[src/rtl/jtm_pkg.sv]
package jtm_pkg;

    localparam int LANES           = 8;
    localparam int SMP_PER_FRAME   = 4;
    localparam int FRAMES_PER_BEAT = 4;
    localparam int RES_BITS        = 14;
    localparam int SMP_BITS        = 16;
    localparam int OCT_BITS        = 8;
    localparam int K_FRAMES        = 32;

    localparam int TAIL_BITS       = SMP_BITS - RES_BITS;
    localparam int SMP_PER_BEAT    = SMP_PER_FRAME * FRAMES_PER_BEAT;
    localparam int LANE_W          = OCT_BITS * FRAMES_PER_BEAT;
    localparam int BEATS_PER_MF    = K_FRAMES / FRAMES_PER_BEAT;
    localparam int BEAT_CNT_W      = (BEATS_PER_MF > 1) ? $clog2(BEATS_PER_MF) : 1;
    localparam int IN_W            = SMP_PER_BEAT * RES_BITS;
    localparam int OUT_W           = LANES * LANE_W;
    localparam int MARK_W          = LANES * FRAMES_PER_BEAT;

    typedef logic [RES_BITS-1:0]  sample_t;
    typedef logic [TAIL_BITS-1:0] tail_t;
    typedef logic [SMP_BITS-1:0]  padded_t;
    typedef logic [LANE_W-1:0]    lane_word_t;
    typedef logic [BEAT_CNT_W-1:0] beat_cnt_t;

    typedef sample_t    [SMP_PER_BEAT-1:0] beat_samples_t;
    typedef tail_t      [SMP_PER_BEAT-1:0] beat_tails_t;
    typedef lane_word_t [LANES-1:0]        lane_bus_t;

    typedef struct packed {
        logic first;
        logic last;
    } mf_pos_t;

    localparam tail_t TAIL_SEED = tail_t'(1);

    // Two-bit maximal sequence: 01 -> 11 -> 10 -> 01
    function automatic tail_t tail_step(input tail_t s);
        return {s[0], s[1] ^ s[0]};
    endfunction

    function automatic padded_t pad_sample(input sample_t s, input tail_t t);
        return {s, t};
    endfunction

endpackage

[src/rtl/jtm_tail_gen.sv]
module jtm_tail_gen
    import jtm_pkg::*;
(
    input  logic        clk,
    input  logic        rst,
    input  logic        advance,
    input  logic        rand_en,
    output beat_tails_t tails
);

    tail_t state_q;
    tail_t chain [SMP_PER_BEAT+1];

    assign chain[0] = state_q;

    for (genvar j = 0; j < SMP_PER_BEAT; j++) begin : g_chain
        assign chain[j+1] = tail_step(chain[j]);
        assign tails[j]   = rand_en ? chain[j] : '0;
    end

    always_ff @(posedge clk) begin
        if (rst) begin
            state_q <= TAIL_SEED;
        end else if (advance) begin
            state_q <= chain[SMP_PER_BEAT];
        end
    end

endmodule

[src/rtl/jtm_lane_packer.sv]
module jtm_lane_packer
    import jtm_pkg::*;
(
    input  beat_samples_t samples,
    input  beat_tails_t   tails,
    output lane_bus_t     lanes
);

    always_comb begin
        lanes = '0;
        for (int f = 0; f < FRAMES_PER_BEAT; f++) begin
            for (int k = 0; k < SMP_PER_FRAME; k++) begin
                padded_t d;
                d = pad_sample(samples[f*SMP_PER_FRAME + k],
                               tails[f*SMP_PER_FRAME + k]);
                lanes[2*k][f*OCT_BITS +: OCT_BITS]   = d[SMP_BITS-1 -: OCT_BITS];
                lanes[2*k+1][f*OCT_BITS +: OCT_BITS] = d[OCT_BITS-1:0];
            end
        end
    end

endmodule

[src/rtl/jtm_mf_counter.sv]
module jtm_mf_counter
    import jtm_pkg::*;
(
    input  logic    clk,
    input  logic    rst,
    input  logic    clear,
    input  logic    advance,
    output mf_pos_t pos
);

    beat_cnt_t cnt_q;

    assign pos.first = (cnt_q == beat_cnt_t'(0));
    assign pos.last  = (cnt_q == beat_cnt_t'(BEATS_PER_MF - 1));

    always_ff @(posedge clk) begin
        if (rst || clear) begin
            cnt_q <= '0;
        end else if (advance) begin
            cnt_q <= pos.last ? '0 : cnt_q + beat_cnt_t'(1);
        end
    end

endmodule

[src/rtl/jtm_transport_mapper.sv]
module jtm_transport_mapper
    import jtm_pkg::*;
(
    input  logic              clk,
    input  logic              rst,
    input  logic              link_start,
    input  logic              tail_rand,
    input  logic              in_valid,
    output logic              in_ready,
    input  logic [IN_W-1:0]   in_samples,
    output logic              out_valid,
    output logic [OUT_W-1:0]  lane_data,
    output logic              mf_start,
    output logic              mf_end,
    output logic [MARK_W-1:0] frame_end
);

    logic          accept;
    beat_samples_t samples;
    beat_tails_t   tails;
    lane_bus_t     packed_lanes;
    lane_bus_t     lanes_q;
    mf_pos_t       pos;

    assign in_ready  = link_start;
    assign accept    = in_valid && link_start;
    assign samples   = beat_samples_t'(in_samples);
    assign frame_end = '1;
    assign lane_data = OUT_W'(lanes_q);

    jtm_tail_gen u_tail (
        .clk     (clk),
        .rst     (rst),
        .advance (accept),
        .rand_en (tail_rand),
        .tails   (tails)
    );

    jtm_lane_packer u_pack (
        .samples (samples),
        .tails   (tails),
        .lanes   (packed_lanes)
    );

    jtm_mf_counter u_mf (
        .clk     (clk),
        .rst     (rst),
        .clear   (!link_start),
        .advance (accept),
        .pos     (pos)
    );

    always_ff @(posedge clk) begin
        if (rst) begin
            out_valid <= 1'b0;
            mf_start  <= 1'b0;
            mf_end    <= 1'b0;
            lanes_q   <= '0;
        end else begin
            out_valid <= accept;
            mf_start  <= accept && pos.first;
            mf_end    <= accept && pos.last;
            if (accept) begin
                lanes_q <= packed_lanes;
            end
        end
    end

endmodule

[config.mk]
export PLATFORM = sky130hd
export DESIGN_NAME = jtm_transport_mapper
export DESIGN_NICKNAME = d
export VERILOG_FILES = /design/src/rtl/jtm_pkg.sv /design/src/rtl/jtm_tail_gen.sv /design/src/rtl/jtm_lane_packer.sv /design/src/rtl/jtm_mf_counter.sv /design/src/rtl/jtm_transport_mapper.sv
export SDC_FILE = /design/constraint.sdc
export NUM_CORES = 1
export LEC_CHECK = 0
export BUFFER_PORTS_ARGS = -buffer_cell sky130_fd_sc_hd__buf_2
export CORE_AREA = 2 2 204 206
export DETAILED_ROUTE_END_ITERATION = 6
export DIE_AREA = 0 0 206 208
export GPL_TIMING_DRIVEN = 0
export SETUP_SLACK_MARGIN = 0.02
export SLEW_MARGIN = 30
export SYNTH_ARGS = -nofsm -noshare
export SYNTH_HDL_FRONTEND = slang
export SYNTH_SLANG_ARGS = --single-unit
[constraint.sdc]
create_clock -name clk -period 1.53 [get_ports clk]
set_input_delay 0.153 -clock clk [delete_from_list [all_inputs] [get_ports clk]]
set_output_delay 0.153 -clock clk [all_outputs]
set_load 0.01 [all_outputs]
-- Word-level counts from Yosys, hierarchy flattened
Index checks and enable logic that the tools add are counted.
- input port bits: 229
- register bits: 264
- word-level logic and storage cells: 54
- output and inout bits: 292
- $add $sub $neg: 1
- bitwise gates (word level): 16
- equality and inequality tests: 1
- reductions and logical operators: 6
- mux-type cells: 17
- operators by type and width (kind ; number):
    $mux 2 ; 16
    $xor 1x1->1 ; 16
    $add 3x1->3 const B ; 1
    $eq 3x3->1 const B ; 1
    $logic_and 1x1->1 ; 3
    $logic_not 3->1 ; 1
    $mux 3 ; 1
    $logic_not 1->1 ; 1
    $logic_or 1x1->1 ; 1

-- Longest topological paths before layout
Gate-level depths: netlist of run 1.
- depth in word-level cells: 16
- mapped depth: 5
- depth with buffers taken out: 4

-- Modules after synthesis
Synthesis of run 1 repeated with hierarchy kept, for this count alone.
- cell total of the unflattened synthesis: 1522
- area total of the unflattened synthesis: 13882.1 µm²
- by module, submodules not included (module ; cells an instance ; area an instance (µm²) ; instances ; sequential area each (µm²)):
    jtm_transport_mapper ; 1210 ; 11471.0 ; 1 ; 5185.0
    jtm_lane_packer ; 256 ; 1921.8 ; 1 ; 0.0
    jtm_tail_gen ; 40 ; 320.3 ; 1 ; 40.0
    jtm_mf_counter ; 16 ; 168.9 ; 1 ; 60.1

-- Worst setup path before layout of run 1
No wires, ideal clock.
- path type: register to register
- start: register u_mf.cnt_q[0]
- end: register u_mf.cnt_q[0]
- required time: 1.460 ns
- period minus slack after synthesis: 1.196 ns
- cell stages (with the launch flop): 5
- path buffers: 0
- slack: 0.334 ns
- arrival time: 1.127 ns
- setup time: 0.070 ns
- cells stage by stage: dfxtp_1 ha_1 ha_1 or3b_1 a21oi_1
- cells in the longest elaborated chain, start to end: 2
- elaborated cells on any way between the ends: 3
- those cells by class: 1 x add/sub; 1 x eq/ne; 1 x mux
- ends and longest elaborated chain (item ; RTL line ; source):
    start, declared ; jtm_mf_counter.sv:11 ; beat_cnt_t cnt_q;
    start signal, assigned ; jtm_mf_counter.sv:20 ; cnt_q <= pos.last ? '0 : cnt_q + beat_cnt_t'(1);
    $add 3x1->3 or $eq 3x3->1 (tied branches) ; jtm_mf_counter.sv:20, jtm_mf_counter.sv:14 ;
    $mux 3 * ; jtm_mf_counter.sv:20 ;
Mark *: on every way between the ends. The rest lies on a longest branch, timed or not.
A chain may end at the register's enable or synchronous reset.

==> impl_metrics.py, run 1 <==
metrics = {
    "power_and_ir_drop": {
        "worst_ir_drop_vdd_v": 0.0006252,
        "total_power_uw": 15570,
        "leakage_uw": 0.007926,
        "power.density_nw_per_um2": 916.7,
    },
    "yosys": {
        "synth_top_area_share_pct": 44.14,
        "synth.cell_area_sq_um": 10660,
        "synthFlopType": "dfxtp_1",
        "netlist_instances": 1131,
        "async_flop_share_pct": 0,
        "synth_commonest_cells": "dfxtp_1 (235), a21oi_1 (228), nand3_1 (225)",
        "synth_cell_types": 26,
        "ys_seq_elements": 235,
        "synth_edf_count": 0,
        "yosysSeqAreaShare_pct": 44.14,
        "avgSynthCellArea_sq_um": 9.423,
        "synth.most_common_cell": "dfxtp_1",
        "synth.area.top_cells": "dfxtp_1 (44%), a21bo_1 (17%), a21oi_1 (11%)",
        "synth_area_leader_cell": "dfxtp_1",
        "ys_warn_count": 0,
    },
    "worst_setup_path": {
        "critical_path_class": "flip-flop to output port",
        "crit_path_max_fanout": 12,
        "crit_path_max_incr_delay_ps": 450,
        "crit_path_start_kind": "flip-flop",
        "path_cells": "buf_4 -> buf_2",
        "arrival_ps": 1240,
        "end_kind": "output port",
        "slowest_stage": "dfxtp_2",
        "cp.required_ps": 1380,
    },
    "global_route": {
        "grt_pass1_wl_microns": 63170,
        "grt_max_degree": 13,
        "first_global_vias": 11500,
        "grt_usage_pct": 18.39,
        "antenna_found_initial": 0,
        "grt-ovfl-total": 0,
    },
    "clocking": {
        "numCtsBuffers": 26,
        "clock_path_buffers": 3,
        "cts_root_buf": "clkbuf_16",
        "clkSinkCount": 235,
        "cts_tree": "built",
        "htreeDepth": 1,
        "clkTransAtPathRegs_ps": 60,
        "insertion_delay_ps": 520,
    },
    "timing": {
        "worstMarginPinSlew_ps": 755.5,
        "hold_slack_ps": 75.47,
        "worst_slew_margin_rel_pct": 49.63,
        "period_share_pct": 91.18,
        "final_hold_viol_count": 0,
        "rsz0062_at_grt": "false",
        "setup-violations-final": 0,
        "fmax_mhz": 716.8,
        "skew_ps": 1.479,
        "fin_tns_setup_ps": 0,
        "setup_ws_ps": 135.0,
        "report.final.slew_viol_count": 0,
        "period_minus_slack_ps": 1395,
    },
    "routing": {
        "dr_total_vias": 11290,
        "routed_via_density": 4.608,
        "wl_microns": 42020,
        "drt_iter0_markers": 546,
        "first_pass_iters": 5,
        "wl_per_cell_microns": 17.14,
        "ant_nets": 0,
        "drc": 0,
    },
    "floorplan": {
        "die_y_microns": 208,
        "dieWidth_microns": 206,
        "rows": 74,
        "die-area_sq_um": 42850,
        "boundaryPins": 521,
        "start_util_pct": 26.28,
        "core_area_sq_um": 40550,
    },
    "finish": {
        "areaGrowthSynthToFinish_pct": 59.38,
        "antenna_cells": 0,
        "fin_util_pct": 41.89,
        "nFillCells": 3938,
        "layout-drive-gt1-share_pct": 37.78,
        "finalNetCount": 2132,
    },
    "min_path": {
        "hold_path_class": "primary input to flip-flop",
    },
    "run": {
        "drv_cap": 0,
    },
    "place": {
        "portBuffers": 485,
        "gp_congestion": 0.9128,
        "dp_hpwl_microns": 29810,
        "pre_cts_ws_ps": -153.5,
    },
    "run_status": {
        "outcome": "finished clean",
    },
}
path summary, 6_finish.rpt:
path                  startpoint           endpoint  depth (start not counted)  slack (ps)
setup / recovery  lane_data[112]     lane_data[224]                          2         130
hold / removal               rst  u_tail.state_q[0]                          3          80
setup reg to reg   u_mf.cnt_q[0]      u_mf.cnt_q[0]                          4         270
hold reg to reg    u_mf.cnt_q[0]      u_mf.cnt_q[0]                          2         510
final cells by class:
| type | count | area, sq um | share of cell area [%] |
|---|---|---|---|
| clock inverter | 6 | 55.05 | 0.3241 |
| multi-input combinational | 734 | 4836 | 28.47 |
| inverter | 3 | 11.26 | 0.06629 |
| sequential | 235 | 4708 | 27.72 |
| buffer | 190 | 1222 | 7.197 |
| clock buffer | 41 | 808.3 | 4.758 |
| tap | 532 | 665.6 | 3.919 |
| timing repair buffer | 710 | 4679 | 27.55 |
routing by layer:
layer | routed length, microns | GRT usage (%) | up-vias
met3 | 3133 | 4.041 | 91
met1 | 16740 | 20.89 | 5252
li1 | - | - | 5466
met4 | 1457 | 6.970 | 0
met5 | 0 | 0 | -
met2 | 20690 | 33.21 | 485
registers in the layout (all words and copies together) (netlist names):
name	flops
lane_data	227
u_mf.cnt_q	3
u_tail.state_q	2
mf_end	1
mf_start	1
out_valid	1
worst max-delay path, delay by kind of cell (launching register included):
family	cells	cell delay (ps)
DFF	1	450
buffers and inverters	2	270
timing repair:
item | CTS | global route
setup endpoints to repair | 29 | 0
gates resized for setup | 3 | 0
hold endpoints to repair | 227 | 0
setup buffers | 0 | 0
hold buffers | 225 | 0
layout by cell type, fill, tap and decap left out, types with 32 or more instances in the layout:
master	count
clkbuf_1	39
a21oi_1	228
buf_4	69
conb_1	32
dfxtp_1	232
dlygate4sd3_1	225
a21bo_2	42
a21bo_1	185
nand3_1	225
buf_2	547
power breakdown:
| part | total [uW] | switching, uW | internal (uW) |
|---|---|---|---|
| Clock | 6300 | 2530 | 3770 |
| Sequential | 6560 | 156 | 6400 |
| Combinational | 2710 | 1330 | 1380 |
kinds of logic after synthesis:
| group | Yosys count | synth area share [%] |
|---|---|---|
| DFF | 235 | 44.14 |
| and+or+nand+nor | 238 | 11.38 |
| xor gates and xnor gates | 1 | 0.08219 |
| muxes | 2 | 0.1878 |
| adders and majority gates | 3 | 0.3522 |
| buffers and inverters | 193 | 11.58 |
| AOI/OAI and AO/OA | 458 | 32.25 |
| other | 1 | 0.03519 |
per-stage QoR:
step / area, sq um / cells
after floorplan: 10770 / 1162
after global placement: 13870 / 2179
after detailed placement: 13870 / 2179
after CTS: 16990 / 2451
after global routing: 16990 / 2451
final: 16990 / 2451
Note: power is estimated with default switching activity, not from simulation.
==> inputs of run 2 (changes only) <==
--- a/config.mk
+++ b/config.mk
@@ -5,13 +5,16 @@
 export SDC_FILE = /design/constraint.sdc
 export NUM_CORES = 1
 export LEC_CHECK = 0
+export ABC_AREA = 1
+export ABC_CLOCK_PERIOD_IN_PS = 1530
 export BUFFER_PORTS_ARGS = -buffer_cell sky130_fd_sc_hd__buf_2
-export CORE_AREA = 2 2 204 206
+export CORE_AREA = 2 2 200 202
 export DETAILED_ROUTE_END_ITERATION = 6
-export DIE_AREA = 0 0 206 208
+export DIE_AREA = 0 0 202 204
 export GPL_TIMING_DRIVEN = 0
 export SETUP_SLACK_MARGIN = 0.02
 export SLEW_MARGIN = 30
 export SYNTH_ARGS = -nofsm -noshare
 export SYNTH_HDL_FRONTEND = slang
 export SYNTH_SLANG_ARGS = --single-unit
+export TNS_END_PERCENT = 1
==> run 2 against run 1 <==
Effect of this change:
- first-iteration DRC count rose by 1.8%
- critical path depth did not move
- fmax fell by 4.6%
- cell count fell by 1.6%
- non-clock buffer count fell by 46
- routed wire length fell by 17%
- clock power rose by 3%
- global-route usage fell by 2.6 points
- clock skew rose by 3.4 ps
- design area fell by 12%
- synthesized cell count fell by 3.5%
- count of clock-buffer cells in the layout fell by 2
- critical path type unchanged
==> impl_metrics.py, run 2 <==
metrics = {
    "floorplan": {
        "die-area_sq_um": 41210,
        "dieWidth_microns": 202,
        "die_y_microns": 204,
        "boundaryPins": 521,
        "core_area_sq_um": 39180,
        "start_util_pct": 21.92,
        "rows": 73,
    },
    "routing": {
        "first_pass_iters": 4,
        "dr_total_vias": 9987,
        "routed_via_density": 4.142,
        "wl_microns": 34810,
        "ant_nets": 0,
        "wl_per_cell_microns": 14.44,
        "drc": 0,
        "drt_iter0_markers": 556,
    },
    "yosys": {
        "ys_seq_elements": 235,
        "synth_top_area_share_pct": 54.78,
        "avgSynthCellArea_sq_um": 7.872,
        "synth.cell_area_sq_um": 8588,
        "ys_warn_count": 0,
        "synth.area.top_cells": "dfxtp_1 (55%), nor2_1 (20%), o21ai_0 (12%)",
        "synth_edf_count": 0,
        "async_flop_share_pct": 0,
        "synth_cell_types": 18,
        "netlist_instances": 1091,
        "synth.most_common_cell": "nor2_1",
        "synth_commonest_cells": "nor2_1 (455), dfxtp_1 (235), o21ai_0 (201)",
        "synth_area_leader_cell": "dfxtp_1",
        "yosysSeqAreaShare_pct": 54.78,
        "synthFlopType": "dfxtp_1",
    },
    "min_path": {
        "min_from": "rst",
        "min_path_cells": 5,
        "hold_path_class": "primary input to flip-flop",
        "min_to": "lane_data[37]",
    },
    "run_status": {
        "outcome": "finished clean",
    },
    "finish": {
        "final_cell_mix": "buf_2 (515), nor2_1 (455), dfxtp_1 (232)",
        "largest_reg_flops": 227,
        "antenna_cells": 0,
        "layout-drive-gt1-share_pct": 34.36,
        "design_area_sq_um": 14990,
        "finalNetCount": 2100,
        "layout_commonest_cell": "buf_2",
        "areaGrowthSynthToFinish_pct": 74.53,
    },
    "worst_setup_path": {
        "critical_path_class": "flip-flop to output port",
        "r2r_setup_slack_ps": 160,
        "worst-r2r-cell-count": 6,
        "end_kind": "output port",
        "cp.required_ps": 1380,
        "crit_path_start_kind": "flip-flop",
        "crit_path_max_fanout": 12,
        "arrival_ps": 1310,
        "crit-reg2reg-launch": "u_tail.state_q[1]",
        "r2r-end": "lane_data[120]",
    },
    "place": {
        "gp_congestion": 0.8688,
        "portBuffers": 487,
        "dpl_cell_area_sq_um": 11800,
        "dp_hpwl_microns": 24350,
    },
    "clocking": {
        "htreeDepth": 1,
        "insertion_delay_ps": 550,
        "clkSinkCount": 235,
        "clock_path_buffers": 3,
        "cts_tree": "built",
        "cts_setup_buffers": 0,
        "clkTransAtPathRegs_ps": 60,
        "cts_root_buf": "clkbuf_16",
        "numCtsBuffers": 28,
    },
    "timing": {
        "worstMarginPinSlew_ps": 668.8,
        "period_share_pct": 95.54,
        "worst_slew_margin_rel_pct": 55.41,
        "report.final.slew_viol_count": 0,
        "skew_ps": 4.898,
        "fin_tns_setup_ps": 0,
        "fmax_mhz": 684.1,
        "setup-violations-final": 0,
        "period_minus_slack_ps": 1462,
        "rsz0062_at_grt": "false",
        "final_hold_viol_count": 0,
    },
    "global_route": {
        "grt_pass1_wl_microns": 52100,
        "first_global_vias": 9961,
        "antenna_found_initial": 0,
        "grt_usage_pct": 15.76,
        "grt-ovfl-total": 0,
        "grt_max_degree": 14,
    },
    "power_and_ir_drop": {
        "worst_ir_drop_vdd_v": 0.0007556,
        "leakage_uw": 0.007355,
        "total_power_uw": 15830,
        "power.density_nw_per_um2": 1056,
    },
    "run": {
        "drv_cap": 0,
    },
}
[run 2: changes by cell type after synthesis, sizes merged, moves of 6 or more]
cell   before  now
a21bo     227    0
a21oi     228    7
buf       157  104
inv         3    9
nand2       0   14
nand3     225    1
nor2        2  455
o21ai       0  227
[run 2: layer usage]
layer / share of wire [%] / global-route usage, % / vias up
li1: - / - / 4939
met1: 39 / 17.28 / 4503
met2: 49 / 28.49 / 444
met3: 7.3 / 3.508 / 101
met4: 5.0 / 8.114 / 0
met5: 0 / 0 / -
[run 2: cell families after synthesis]
kind of cell | count (synthesis) | share of synthesized area (%)
AND/OR/NAND/NOR | 471 | 20.61
AO/OA/AOI/OAI | 234 | 13.64
buffers and inverters | 147 | 10.49
other | 1 | 0.04366
adder cells (fa/ha/maj) | 3 | 0.4371
flip-flops | 235 | 54.78
[run 2: critical path, stage by stage (launching register included)]
cell	delay, ps
dfxtp_2	470
buf_4	160
buf_2	120
[run 2: worst max path at each step]
stage          cells after the start      startpoint  slack, ps              to
2_1_floorplan                      4   u_mf.cnt_q[0]        520   u_mf.cnt_q[2]
3_3_place_gp                       6             rst       -140   lane_data[98]
3_5_place_dp                       6             rst       -170   lane_data[98]
4_1_cts                            2  lane_data[104]         50  lane_data[249]
5_1_grt                            2  lane_data[104]         20   lane_data[57]
6_report                           2  lane_data[104]         70   lane_data[57]
[run 2: power by group]
group | total, uW | leakage (uW) | internal, uW | switching [uW]
Clock | 6480 | 0.000446 | 3850 | 2630
Sequential | 6750 | 0.00194 | 6530 | 218
Combinational | 2600 | 0.00497 | 1290 | 1310
[run 2: cell type report]
class	count	area [sq um]
plain buffers	138	864.6
clock buffers	39	813.3
clock inverters	9	81.33
fillers	3925	24190
inverters	9	36.28
multi-input cells	740	3099
flip-flops and latches	235	4708
well taps	525	656.9
repair buffers	716	4730
[run 2: repair_timing]
item                       CTS  global route
hold endpoints to repair   235             0
hold buffers               229             0
resized for setup            3             0
setup endpoints to repair   31             0
[run 2: per-stage QoR]
step                cells  worst slack [ps]  hold slack (ps)  utilization, %
floorplan            1122             517.4            301.0               -
detailed placement   2134            -167.9            375.0           30.11
global route         2411             21.14            82.25           38.25
finish               2411             68.20            76.58           38.25
CTS                  2411             49.52            53.81           38.25
global placement     2134            -141.2            369.4           30.11
